File: src/rtl/scan_wm_pkg.sv
package scan_wm_pkg;

  typedef struct packed {
    logic mismatch;   // key bit differs inside the window
    logic truncated;  // enable dropped mid-pattern
  } wm_evt_t;

  // true when shift position p lies in the key window [lo, lo+len)
  function automatic logic in_window(input int p, input int lo, input int len);
    return (p >= lo) && (p < lo + len);
  endfunction

endpackage

File: src/rtl/wm_shift_counter.sv
module wm_shift_counter #(
  parameter int CHAIN_LEN = 32,
  localparam int PW = (CHAIN_LEN > 1) ? $clog2(CHAIN_LEN) : 1
) (
  input  logic          clk,
  input  logic          rst_n,
  input  logic          shift_en,
  output logic [PW-1:0] pos,
  output logic          wrap
);

  localparam logic [PW-1:0] LAST = PW'(CHAIN_LEN - 1);

  assign wrap = shift_en && (pos == LAST);

  always_ff @(posedge clk or negedge rst_n) begin
    if (!rst_n)        pos <= '0;
    else if (wrap)     pos <= '0;
    else if (shift_en) pos <= pos + 1'b1;
  end

  assert_pos_hold_R2: assert property (@(posedge clk) disable iff (!rst_n)
    !shift_en |=> $stable(pos));
  assert_wrap_zero_R2: assert property (@(posedge clk) disable iff (!rst_n)
    wrap |=> (pos == '0));
  assert_pos_range_R2: assert property (@(posedge clk) disable iff (!rst_n)
    int'(pos) < CHAIN_LEN);

endmodule

File: src/rtl/wm_key_lfsr.sv
module wm_key_lfsr #(
  parameter int                KEY_LEN = 8,
  parameter logic [KEY_LEN-1:0] SEED   = 8'hA5,
  parameter logic [KEY_LEN-1:0] TAPS   = 8'hB8
) (
  input  logic               clk,
  input  logic               rst_n,
  input  logic               advance,
  output logic [KEY_LEN-1:0] key
);

  function automatic logic [KEY_LEN-1:0] step(input logic [KEY_LEN-1:0] k);
    return (k >> 1) ^ (k[0] ? TAPS : '0);
  endfunction

  always_ff @(posedge clk or negedge rst_n) begin
    if (!rst_n)       key <= SEED;
    else if (advance) key <= step(key);
  end

  assert_key_hold_R5: assert property (@(posedge clk) disable iff (!rst_n)
    !advance |=> $stable(key));
  assert_key_moves_R5: assert property (@(posedge clk) disable iff (!rst_n)
    advance |=> (key != $past(key)));
  assert_key_nonzero_R5: assert property (@(posedge clk) disable iff (!rst_n)
    key != '0);

endmodule

File: src/rtl/wm_key_cmp.sv
module wm_key_cmp
  import scan_wm_pkg::*;
#(
  parameter int CHAIN_LEN = 32,
  parameter int KEY_POS   = 8,
  parameter int KEY_LEN   = 8,
  localparam int PW = (CHAIN_LEN > 1) ? $clog2(CHAIN_LEN) : 1,
  localparam int KW = (KEY_LEN > 1) ? $clog2(KEY_LEN) : 1
) (
  input  logic               shift_en,
  input  logic               scan_in,
  input  logic [PW-1:0]      pos,
  input  logic [KEY_LEN-1:0] key,
  output wm_evt_t            evt
);

  logic          win;
  logic [PW-1:0] off;
  logic [KW-1:0] idx;

  assign win = in_window(int'(pos), KEY_POS, KEY_LEN);
  assign off = pos - PW'(KEY_POS);
  assign idx = off[KW-1:0];

  always_comb begin
    evt.mismatch  = shift_en && win && (scan_in != key[idx]);
    evt.truncated = !shift_en && (pos != '0);
  end

endmodule

File: src/rtl/scan_wm_guard.sv
module scan_wm_guard
  import scan_wm_pkg::*;
#(
  parameter int          CHAIN_LEN = 32,
  parameter int          KEY_POS   = 8,
  parameter int          KEY_LEN   = 8,
  parameter logic [KEY_LEN-1:0] SEED = 8'hA5,
  parameter logic [KEY_LEN-1:0] TAPS = 8'hB8
) (
  input  logic clk,
  input  logic rst_n,
  input  logic scan_in,
  input  logic scan_en_in,
  output logic scan_en_out,
  output logic alarm
);

  localparam int PW = (CHAIN_LEN > 1) ? $clog2(CHAIN_LEN) : 1;

  logic [PW-1:0]      pos;
  logic               wrap;
  logic [KEY_LEN-1:0] key;
  wm_evt_t            evt;
  logic               fail_ev;

  wm_shift_counter #(.CHAIN_LEN(CHAIN_LEN)) u_cnt (
    .clk(clk), .rst_n(rst_n), .shift_en(scan_en_in), .pos(pos), .wrap(wrap));

  wm_key_lfsr #(.KEY_LEN(KEY_LEN), .SEED(SEED), .TAPS(TAPS)) u_lfsr (
    .clk(clk), .rst_n(rst_n), .advance(wrap), .key(key));

  wm_key_cmp #(.CHAIN_LEN(CHAIN_LEN), .KEY_POS(KEY_POS), .KEY_LEN(KEY_LEN)) u_cmp (
    .shift_en(scan_en_in), .scan_in(scan_in), .pos(pos), .key(key), .evt(evt));

  assign fail_ev = evt.mismatch || evt.truncated;

  always_ff @(posedge clk or negedge rst_n) begin
    if (!rst_n)       alarm <= 1'b0;
    else if (fail_ev) alarm <= 1'b1;
  end

  assign scan_en_out = scan_en_in && !alarm;

  assert_alarm_sticky_R7: assert property (@(posedge clk) disable iff (!rst_n)
    alarm |=> alarm);
  assert_alarm_cause_R6: assert property (@(posedge clk) disable iff (!rst_n)
    $rose(alarm) |-> $past(fail_ev));
  assert_event_raises_R9: assert property (@(posedge clk) disable iff (!rst_n)
    fail_ev |=> alarm);
  assert_gate_closed_R8: assert property (@(posedge clk) disable iff (!rst_n)
    alarm |-> !scan_en_out);

endmodule

File: config.mk
export PLATFORM = sky130hd
export DESIGN_NAME = scan_wm_guard
export DESIGN_NICKNAME = d
export VERILOG_FILES = /design/src/rtl/scan_wm_pkg.sv /design/src/rtl/wm_shift_counter.sv /design/src/rtl/wm_key_lfsr.sv /design/src/rtl/wm_key_cmp.sv /design/src/rtl/scan_wm_guard.sv
export SDC_FILE = /design/constraint.sdc
export NUM_CORES = 1
export LEC_CHECK = 0
export BUFFER_PORTS_ARGS = -buffer_cell sky130_fd_sc_hd__buf_2
export CORE_AREA = 5 5 42 44
export CTS_BUF_LIST = sky130_fd_sc_hd__clkbuf_8
export DETAILED_ROUTE_END_ITERATION = 8
export DIE_AREA = 0 0 47 49
export GPL_TIMING_DRIVEN = 0
export PLACE_DENSITY = 0.74
export SKIP_LAST_GASP = 1
export SYNTH_ARGS = -nofsm -noshare
export SYNTH_HDL_FRONTEND = slang
export SYNTH_SLANG_ARGS = --single-unit
File: constraint.sdc
create_clock -name clk -period 2.7 [get_ports clk]
set_input_delay 0.405 -clock clk [delete_from_list [all_inputs] [get_ports clk]]
set_output_delay 0.405 -clock clk [all_outputs]
set_load 0.005 [all_outputs]
==> results.yml <==
grt:
  grt_pass1_vias: 483
  antenna_found_initial: 0
  grt_start_max_net_pins: 15
  gr-total-overflow: 0
  grt_use_total_pct: 12.5
  grt_pass1_wl_um: 2060
power:
  peakVddDrop_mv: 0.333
  power.internal_uw: 400
  p_sw_share_pct: 29.2
  clkPwrFrac_pct: 28.2
  finalPower_uw: 565
  seqPwrFrac_pct: 49.2
  p_leak_nw: 0.371
  power.density_nw_per_um2: 695
  p_switching_uw: 165
  combPwrFrac_pct: 22.6
logic_synthesis:
  synth_top_cell_by_area: "dfrtp_1"
  synth_edf_count: 0
  syn_inst: 63
  synth_flop_cell: "dfrtp_1"
  synth_fp_nets: 70
  synth_top_area_share_pct: 34.5
  yosys.cell_types.count: 25
  synthArstFlopShare_pct: 100
  yosys_warnings: 0
  seq_area_frac_synth_pct: 49.0
  ys_ff_latch: 14
  avgSynthCellArea_um2: 11.5
  synth.area.top_cells: "dfrtp_1, dfstp_2, mux2_1"
  syn_area_um2: 726
clock_network:
  insertion_delay_ps: 230
  cts_tree: "yes"
  cts_resized: 0
  cts.sinks: 14
  htreeDepth: 1
  post_cts_buffers: 0
  clock-root-buffer: "clkbuf_8"
  clock_path_buffers: 2
  clkSlewWorstSetupHoldPaths_ps: 50
  numCtsBuffers: 3
  ctsHoldBuffers: 0
floorplan:
  die_h_um: 49
  dieArea_um2: 2300
  die_width_um: 47
  initial_core_util_pct: 51.8
  fp.coreArea_um2: 1400
  row_count: 14
  boundaryPins: 6
layout:
  multi_input_area_um2: 333
  antenna_cells: 0
  final_cells: 87
  area_growth_pct: 11.9
  drive_above_1_share_pct: 21.1
  fin_util_pct: 57.9
  seq_area_um2: 355
  final_cell_mix: "dfrtp_1, nand2_1, mux2_1, o21ai_1, buf_2"
  nets: 80
  nFillCells: 126
  final_common_cell: "dfrtp_1"
setup_path:
  cp-start-kind: "flip-flop"
  cp-startpoint: "u_cnt.pos[0]$_DFFE_PN0P_"
  crit_path_max_fanout: 10
  required_ps: 2820
  crit_type: "reg2reg"
  end_kind: "flip-flop"
  r2r-start: "u_cnt.pos[0]$_DFFE_PN0P_"
  crit_end: "u_lfsr.key[6]$_DFFE_PN0P_"
  cp.arrival_ps: 2180
  ff2ff_setup_slack_ps: 640
  rr_endpoint: "u_lfsr.key[6]$_DFFE_PN0P_"
  r2r_cells: 6
run:
  drv_cap: 0
placement:
  dp_hpwl_um: 934
  dp.cells: 84
  gp_congestion: 0.846
  numPortBuffers: 5
  dp_slack_ps: 636
sta:
  fmax_mhz: 485
  relSlewSlack_pct: 71.7
  rsz0062_at_grt: "no"
  fin_skew_ps: 1.01
  tns_ps: 0
  slew_viol_final: 0
  period_share_pct: 76.4
  setup_ws_ps: 637
  fin_crit_ps: 2060
  setup_violations: 0
  hold_viol_final: 0
  tightest_slew_ps: 425
detailed_routing:
  vias: 479
  first_pass_iters: 4
  vias_per_cell: 5.51
  finalWirelength_um: 1170
  drc: 0
  first_iter_violations: 7
  routedWlPerCell_um: 13.5
  antenna_left: 0
status:
  status: "complete, no violations"
min_path:
  hp-class: "in2async"
[worst max-delay path, stage by stage, from the launching register on]
cell,delay [ps]
dfrtp_1,440
ha_1,250
and3_1,190
ha_1,230
nand2_1,110
clkbuf_1,360
mux2_1,370
[cells by family after synthesis]
group	after synthesis	share of synthesized area [%]
AOI/OAI and AO/OA	11	8.79
xor gates and xnor gates	4	4.83
adders and majority gates	3	5.17
buffers and inverters	8	5.17
DFF	14	49.0
muxes	9	17.4
and+or+nand+nor	14	9.66
[worst min-delay path by stage]
| stage | to | slack (ps) | depth (start not counted) |
|---|---|---|---|
| 6_report | u_cnt.pos[2]$_DFFE_PN0P_ | 50 | 1 |
| 5_1_grt | u_cnt.pos[2]$_DFFE_PN0P_ | 70 | 1 |
| 2_1_floorplan | alarm$_DFFE_PN0P_ | 110 | 0 |
| 3_3_place_gp | u_cnt.pos[2]$_DFFE_PN0P_ | 310 | 1 |
| 3_5_place_dp | u_cnt.pos[3]$_DFFE_PN0P_ | 310 | 1 |
| 4_1_cts | u_cnt.pos[3]$_DFFE_PN0P_ | 60 | 1 |
[area by class of cell]
class / instances / share of cell area [%]
Buffer: 3 / 2.31
Timing Repair Buffer: 5 / 3.08
Sequential cell: 14 / 43.8
Clock buffer: 3 / 5.08
Tap cell: 16 / 2.47
Multi-Input combinational cell: 41 / 41.0
Inverter: 5 / 2.31
[power groups by stage]
| stage | registers (mW) | logic [mW] | clock network (mW) |
|---|---|---|---|
| 5_1_grt | 0.283 | 0.147 | 0.179 |
| 3_5_place_dp | 0.282 | 0.129 | 0 |
| 4_1_cts | 0.278 | 0.130 | 0.170 |
| 2_1_floorplan | 0.271 | 0.104 | 0 |
| 6_report | 0.278 | 0.128 | 0.159 |
| 3_3_place_gp | 0.280 | 0.124 | 0 |
[per-stage QoR]
step	hold slack [ps]	area (µm²)
after floorplan	109	726
after global placement	310	771
after detailed placement	313	771
after CTS	55.4	812
after global routing	67.3	812
final	54.4	812
[cell usage after synthesis (all sizes together) (2+ instances only)]
cell	number
inv	5
nand3b	2
mux4	2
ha	3
o22ai	2
mux2	6
clkbuf	2
xnor2	3
o21ai	6
dfstp	4
dfrtp	10
nand2	7
[flip-flops by register name, indices dropped and copies added (netlist names)]
| name | count |
|---|---|
| alarm | 1 |
| u_cnt.pos | 5 |
| u_lfsr.key | 8 |
[layer usage]
metal | vias up | GRT usage [%] | part of all wire [%]
li1 | 237 | - | -
met1 | 231 | 14.8 | 42
met2 | 9 | 19.2 | 53
met3 | 2 | 4.43 | 4.1
met4 | 0 | 6.45 | 0.77
met5 | - | 0 | 0
No activity file was read; power rests on OpenSTA's default activity.
